$ cat config.mk
export PLATFORM = sky130hd
export DESIGN_NAME = spi_rx_holdbuf
export DESIGN_NICKNAME = d
export VERILOG_FILES = /design/src/rtl/rxhb_pkg.sv /design/src/rtl/rxhb_store.sv /design/src/rtl/rxhb_sticky.sv /design/src/rtl/spi_rx_holdbuf.sv
export SDC_FILE = /design/constraint.sdc
export NUM_CORES = 1
export LEC_CHECK = 0
export ABC_AREA = 1
export BUFFER_PORTS_ARGS = -buffer_cell sky130_fd_sc_hd__buf_2
export CORE_MARGIN = 4
export CORE_UTILIZATION = 57
export CTS_CLUSTER_DIAMETER = 80
export CTS_CLUSTER_SIZE = 16
export DETAILED_ROUTE_END_ITERATION = 10
export PLACE_DENSITY = 0.88
export SETUP_SLACK_MARGIN = 0.1
export SLEW_MARGIN = 30
export SYNTH_ARGS = -nofsm -noshare
export SYNTH_HDL_FRONTEND = slang
export SYNTH_SLANG_ARGS = --single-unit
$ cat constraint.sdc
create_clock -name clk -period 3.6 [get_ports clk]
set_clock_uncertainty 0.05 [all_clocks]
set_input_delay 0.72 -clock clk [delete_from_list [all_inputs] [get_ports clk]]
set_output_delay 0.72 -clock clk [all_outputs]
set_load 0.01 [all_outputs]
$ cat src/rtl/rxhb_pkg.sv
package rxhb_pkg;
    typedef enum logic {
        PTR_FRONT = 1'b0,
        PTR_REAR  = 1'b1
    } wr_ptr_e;
endpackage

$ cat src/rtl/rxhb_store.sv
module rxhb_store
    import rxhb_pkg::*;
#(
    parameter int DATA_W = 8
) (
    input  logic              clk,
    input  logic              rst_n,
    input  logic              en_i,
    input  logic              wr_i,
    input  logic [DATA_W-1:0] wdata_i,
    input  logic              rd_i,
    output logic [DATA_W-1:0] front_o,
    output logic              front_v_o,
    output logic              rear_v_o,
    output logic              drop_o
);
    typedef struct packed {
        logic [DATA_W-1:0] front;
        logic [DATA_W-1:0] rear;
        logic              front_v;
        logic              rear_v;
        wr_ptr_e           ptr;
    } store_t;

    store_t st_d, st_q;
    logic   drop_d;

    always_comb begin
        st_d   = st_q;
        drop_d = 1'b0;
        if (!en_i) begin
            st_d.front_v = 1'b0;
            st_d.rear_v  = 1'b0;
            st_d.ptr     = PTR_FRONT;
        end else begin
            // read is applied first
            if (rd_i && st_d.front_v) begin
                if (st_d.rear_v) begin
                    st_d.front  = st_d.rear;
                    st_d.rear_v = 1'b0;
                end else begin
                    st_d.front_v = 1'b0;
                    st_d.ptr     = PTR_FRONT;
                end
            end
            // then the arriving character is placed
            if (wr_i) begin
                case (st_d.ptr)
                    PTR_FRONT: begin
                        st_d.front   = wdata_i;
                        st_d.front_v = 1'b1;
                        st_d.ptr     = PTR_REAR;
                    end
                    default: begin
                        if (!st_d.rear_v) begin
                            st_d.rear   = wdata_i;
                            st_d.rear_v = 1'b1;
                        end else begin
                            st_d.front = st_d.rear;
                            st_d.rear  = wdata_i;
                            drop_d     = 1'b1;
                        end
                    end
                endcase
            end
        end
    end

    always_ff @(posedge clk or negedge rst_n) begin
        if (!rst_n) begin
            st_q <= '{front: '0, rear: '0, front_v: 1'b0, rear_v: 1'b0, ptr: PTR_FRONT};
        end else begin
            st_q <= st_d;
        end
    end

    assign front_o   = st_q.front;
    assign front_v_o = st_q.front_v;
    assign rear_v_o  = st_q.rear_v;
    assign drop_o    = drop_d;

    // pointer sits on the rear exactly when the front is occupied
    always_comb begin
        if (rst_n) begin
            p_ptr_tracks_front_r9: assert ((st_q.ptr == PTR_REAR) == st_q.front_v);
        end
    end

    // a waiting rear character always has a front character ahead of it
    always_comb begin
        if (rst_n) begin
            p_rear_behind_front_r4: assert (!st_q.rear_v || st_q.front_v);
        end
    end
endmodule

$ cat src/rtl/rxhb_sticky.sv
module rxhb_sticky (
    input  logic clk,
    input  logic rst_n,
    input  logic set_i,
    input  logic clr_i,
    output logic flag_o
);
    logic flag_d, flag_q;

    always_comb begin
        flag_d = flag_q;
        if (clr_i) flag_d = 1'b0;
        if (set_i) flag_d = 1'b1;
    end

    always_ff @(posedge clk or negedge rst_n) begin
        if (!rst_n) flag_q <= 1'b0;
        else        flag_q <= flag_d;
    end

    assign flag_o = flag_q;

    p_clear_works_r6: assert property (@(posedge clk) disable iff (!rst_n)
        (clr_i && !set_i) |=> !flag_o);
    p_set_wins_r6: assert property (@(posedge clk) disable iff (!rst_n)
        set_i |=> flag_o);
endmodule

$ cat src/rtl/spi_rx_holdbuf.sv
module spi_rx_holdbuf #(
    parameter int DATA_W = 8
) (
    input  logic              clk,
    input  logic              rst_n,
    input  logic              rx_en,
    input  logic              char_vld,
    input  logic [DATA_W-1:0] char_in,
    input  logic              rd_stb,
    input  logic              ovf_clr,
    output logic [DATA_W-1:0] rd_data,
    output logic              rx_ready,
    output logic              ovf_flag
);
    logic front_v, rear_v, drop;

    rxhb_store #(.DATA_W(DATA_W)) u_store (
        .clk      (clk),
        .rst_n    (rst_n),
        .en_i     (rx_en),
        .wr_i     (char_vld),
        .wdata_i  (char_in),
        .rd_i     (rd_stb),
        .front_o  (rd_data),
        .front_v_o(front_v),
        .rear_v_o (rear_v),
        .drop_o   (drop)
    );

    rxhb_sticky u_ovf (
        .clk   (clk),
        .rst_n (rst_n),
        .set_i (drop),
        .clr_i (ovf_clr),
        .flag_o(ovf_flag)
    );

    assign rx_ready = front_v;

    p_first_char_r2: assert property (@(posedge clk) disable iff (!rst_n)
        (rx_en && char_vld && !front_v) |=> (rx_ready && rd_data == $past(char_in)));
    p_single_read_r3: assert property (@(posedge clk) disable iff (!rst_n)
        (rx_en && rd_stb && front_v && !rear_v && !char_vld) |=> !rx_ready);
    p_overwrite_r5: assert property (@(posedge clk) disable iff (!rst_n)
        (rx_en && char_vld && front_v && rear_v && !rd_stb) |=> (ovf_flag && rx_ready));
    p_disable_empties_r7: assert property (@(posedge clk) disable iff (!rst_n)
        !rx_en |=> !rx_ready);
    p_coincident_no_loss_r8: assert property (@(posedge clk) disable iff (!rst_n)
        (rx_en && char_vld && rd_stb) |-> !drop);
endmodule

=== Word level (Yosys, flattened, before mapping) ===
Cells that the tools add are included.

* Flip-flop bits (word level): 20
* Input port bits: 14
* Output and inout bits: 10
* Word-level logic and storage cells: 28

* Multiplexer cells: 19
* Reduce and logical (&&, ||, !) cells: 3

{| class="wikitable"
|+ Operators by type and width
! cell !! count
|-
| two-way mux 8 bit || 5
|-
| two-way mux 19 bit || 1
|-
| two-way mux 1 bit || 10
|-
| two-way mux 3 bit || 3
|-
| AND reduction 3 bit || 1
|-
| nonzero test 2 bit || 1
|-
| logical AND 1 bit || 1
|}

=== Logic depth before layout (Yosys ltp) ===
* Depth in word-level cells: 8
* Mapped depth: 7

=== Cells and area by module ===
Synthesis repeated with hierarchy kept, for this count alone.

* Cells, all modules: 143
* Area total of the unflattened synthesis: 1119.8 µm²

{| class="wikitable"
|+ By module, submodules not included
! module !! times used !! cells an instance !! area each (µm²) !! sequential area each (µm²)
|-
| rxhb_store || 1 || 138 || 1079.8 || 475.5
|-
| rxhb_sticky || 1 || 5 || 40.0 || 25.0
|}

=== Worst setup path before layout ===
No wires, ideal clock.

* Kind: input to register
* Start: input rd_stb
* End: register u_store.st_q (netlist bit u_store.rear_v_o)
* Setup time: 129 ps
* Data arrival time: 1182 ps
* Required time: 3421 ps
* Setup slack: 2239 ps
* Cell stages on the path: 4
* Cell sequence: nand3_4 nand4_4 buf_6 o21ai_0

{| class="wikitable"
|+ RTL lines
! element !! RTL line !! RTL
|-
| start: declaration || spi_rx_holdbuf.sv:9 || <nowiki>input logic rd_stb,</nowiki>
|-
| end signal: assignment || rxhb_store.sv:71 || <nowiki>st_q <= '{front: '0, rear: '0, front_v: 1'b0, rear_v: 1'b0, ptr: PTR_FRONT};</nowiki>
|-
| end signal: assignment || rxhb_store.sv:73 || <nowiki>st_q <= st_d;</nowiki>
|-
| end: declaration || rxhb_store.sv:25 || <nowiki>store_t st_d, st_q;</nowiki>
|}

=== Worst setup path in the final report ===
* Start: register u_store.st_q (netlist bit u_store.front_v_o)
* End: output rx_ready

{| class="wikitable"
|+ RTL lines
! element !! RTL line !! RTL
|-
| end: declaration || spi_rx_holdbuf.sv:12 || <nowiki>output logic rx_ready,</nowiki>
|}

No word-level cell between the ends.

==> run summary <==
### CTS
* TritonCTS clock tree: done
* quantity of gates resized following cts: 0
* clk_lat worst skew: 0.30 ns
* clock transition at the registers of the reported paths: 0.11 ns
* Clock Root Buffer: sky130_fd_sc_hd__clkbuf_4
* number of CTS-inserted buffers: 3
* number of hold-repair buffers added at the cts stage: 0
* number of sinks on the clock net: 20
* number of buffers on the longest clock path: 2
* # Post-CTS Setup Buffers: 0
* H-tree levels: 1

### Cells and area
* Non-Filler Cell Area, Final: 1251 sq um
* commonest cells after routing, fill and taps aside: sky130_fd_sc_hd__nand2_1, sky130_fd_sc_hd__buf_2, sky130_fd_sc_hd__dfrtp_1, sky130_fd_sc_hd__inv_1, sky130_fd_sc_hd__nand3_1
* most common cell after layout, fill and taps aside: sky130_fd_sc_hd__nand2_1
* Syn-to-layout area delta: 9.290%
* number of fillers in the final layout: 150
* filler-free cell count of the finished design: 177
* ratio of cells with drive above 1 in the final layout: 28.95%
* net count of the finished layout: 167
* diodes inserted: 0

### Timing
* final number of setup-violating endpoints: 0
* worst hold slack across all endpoints: 0.2849 ns
* Max Transition Viols Final: 0
* count of final hold-check violations: 0
* worst rel slew slack: 71.61%
* measured slew at the worst slew-check pin: 0.4259 ns
* shortest clock period the worst path allows after layout: 1.732 ns
* summed negative setup slack over all endpoints: 0 ns
* setup repair after global routing missed its margin: no
* crit share post-route: 48.12%
* Fmax achieved: 577.3 MHz

### Floorplan
* Die Footprint: 2789 sq um
* CORE AREA: 1821 sq um
* effective utilization at floorplan: 62.89%
* number of top-level design ports: 24
* horizontal die dimension: 52.82 um
* die boundary height: 52.82 um
* row count: 15

### Power
* part of the total power dissipated in sequential elements: 45.9%
* VDD IR-drop max: 0.0003272 V
* power density normalized to cell area: 519.5 nW/um^2
* portion of total power attributed to combinational logic: 26.4%
* Internal Power: 0.4499 mW
* switch share: 30.79%
* leakage dissipation: 0.6607 nW
* overall power: 0.6500 mW
* Clk pwr share: 27.6%
* sw power: 0.2002 mW

### Yosys
* area share of and/or/nand/nor cells after synthesis: 24.81%
* cell types with the largest area share after synthesis: sky130_fd_sc_hd__dfrtp_1, sky130_fd_sc_hd__nand2_1, sky130_fd_sc_hd__nand3_1
* cell taking the most area after synthesis: sky130_fd_sc_hd__dfrtp_1
* Compound-Gate Fraction of Synth Area: 16.50%
* nets in the synthesized netlist: 151
* Synth Area in XOR/XNOR: 0%
* Yosys cell types: 20
* portion of the post-synthesis area used by sequential elements: 43.72%
* Avg Cell Area, Syn: 8.357 sq um
* area of the mapped netlist: 1145 sq um
* share of the synthesized area in the top cell type: 43.72%
* flip-flop and latch count after synthesis: 20
* post-synthesis share of cell area spent on full adders, half adders and majority gates: 0%
* multiplexer share of the synthesized area: 0%
* Yosys Warn Count: 0
* dominant combinational cell family by area after synthesis: simple AND/OR/NAND/NOR gates
* number of standard cells after synthesis: 137

### Critical path
* timing startpoint of the critical path: u_store.front_v_o
* buffers plus inverters on the worst setup path: 1
* master of the slowest instance on the critical path: sky130_fd_sc_hd__dfrtp_1
* peak per-stage delay on the critical path: 0.49 ns
* cells on worst reg2reg path: 7
* kind of cell with the highest combined delay on the critical path: flip-flops
* critical register-to-register path startpoint: u_store.rear_v_o
* required time of the worst setup path: 2.83 ns
* number of gates on the worst path with buffers counted: 1
* R2R Setup Slk: 2.15 ns
* crit path launch type: flip-flop
* WP data arrival: 0.96 ns
* cell-by-cell listing of the critical path: buf_2
* critical path class: flip-flop to output port
* Setup crit end kind: output port
* highest fanout seen on the critical path: 6

### Route
* DRC violations left: 0
* Total Wirelength: 2.158 mm
* DRC marker count from the first detailed-route iteration: 9
* Antenna Violating Nets Remaining: 0
* Routed wire per std cell: 12.19 um
* first-pass iteration count of the detailed router: 4
* routed vias: 920
* ratio of routed vias to standard cells: 5.198

### Global routing
* number of global-route vias before repair: 888
* global routing usage on met3: 4.274%
* GR Layer Usage met1: 25.95%
* wire length of the first global-routing pass: 3.960 mm
* aggregate global-route resource usage: 19.42%
* met2 global-route usage: 30.37%
* number of antenna violations at the first check in global routing: 0
* GRT overflow: 0
* pin count of the biggest net entering global routing: 21
* most used routing layer in global routing: met2

### Placement
* placed insts: 173
* placed cell areas: 1199 sq um
* weighted congestion at the end of routability-driven global placement: 0.8210
* count of buffers from port buffering: 23
* hpwl dp: 1.636 mm

### Hold path
* classification of the worst-slack hold path: input port to async pin

### Run status
* result of the run: finished clean

### Run
* max-cap violations: 0

-- kinds of logic (layout without fill, tap and decap cells) --
group | count (synthesis) | count (layout)
flip-flops | 20 | 20
AND/OR/NAND/NOR | 56 | 56
buffers and inverters | 33 | 48
AO/OA/AOI/OAI | 28 | 28
-- worst max path at each step --
stage | to | slack, ns
after floorplan | u_store.rear_v_o | 2.24
after global placement | flip-flop | 1.91
after detailed placement | flip-flop | 1.83
after CTS | rx_ready | 1.86
after global routing | rx_ready | 1.80
final | rx_ready | 1.87
-- per-layer routing --
metal	up-vias	part of all wire, %	wire (um)
met4	0	0.70	15
met5	-	0	0
met2	39	46	1000
met3	2	5.9	127
met1	412	47	1014
li1	467	-	-
-- area by class of cell --
class | instances | area, sq um | share of cell area [%]
Sequential cell | 20 | 500.5 | 40.00
Inverter | 21 | 78.83 | 6.300
Timing Repair Buffer | 23 | 115.1 | 9.200
Tap cell | 25 | 31.28 | 2.500
Clock inverter | 1 | 30.03 | 2.400
Clock buffer | 3 | 22.52 | 1.800
Multi-Input combinational cell | 84 | 473.0 | 37.80
-- per-stage QoR --
step	util (%)	setup WS [ns]
floorplan	-	2.239
global placement	65.84	1.907
detailed placement	65.84	1.830
CTS	68.73	1.855
global route	68.73	1.804
finish	68.73	1.868
-- power groups by stage --
stage / Clock (mW) / Combinational (mW) / Sequential [mW]
after floorplan: 0 / 0.149 / 0.296
final: 0.180 / 0.172 / 0.299
after detailed placement: 0 / 0.172 / 0.302
after CTS: 0.183 / 0.173 / 0.298
after global placement: 0 / 0.164 / 0.299
after global routing: 0.196 / 0.200 / 0.303
-- cell usage after synthesis --
cell,instances
sky130_fd_sc_hd__o21ai_1,3
sky130_fd_sc_hd__nand3_4,1
sky130_fd_sc_hd__dfrtp_1,20
sky130_fd_sc_hd__nand2_2,1
sky130_fd_sc_hd__o21ai_0,13
sky130_fd_sc_hd__a21oi_1,2
sky130_fd_sc_hd__nand4_4,1
sky130_fd_sc_hd__nand2_1,31
sky130_fd_sc_hd__nand3_1,18
sky130_fd_sc_hd__inv_1,19
sky130_fd_sc_hd__nand4_1,1
sky130_fd_sc_hd__buf_4,8
sky130_fd_sc_hd__buf_6,2
sky130_fd_sc_hd__o22ai_2,1
sky130_fd_sc_hd__nor2_1,1
sky130_fd_sc_hd__a21oi_4,1
sky130_fd_sc_hd__buf_2,2
sky130_fd_sc_hd__o21ai_2,8
sky130_fd_sc_hd__inv_2,2
sky130_fd_sc_hd__nand2_4,2
No activity file was read; power rests on OpenSTA's default activity.
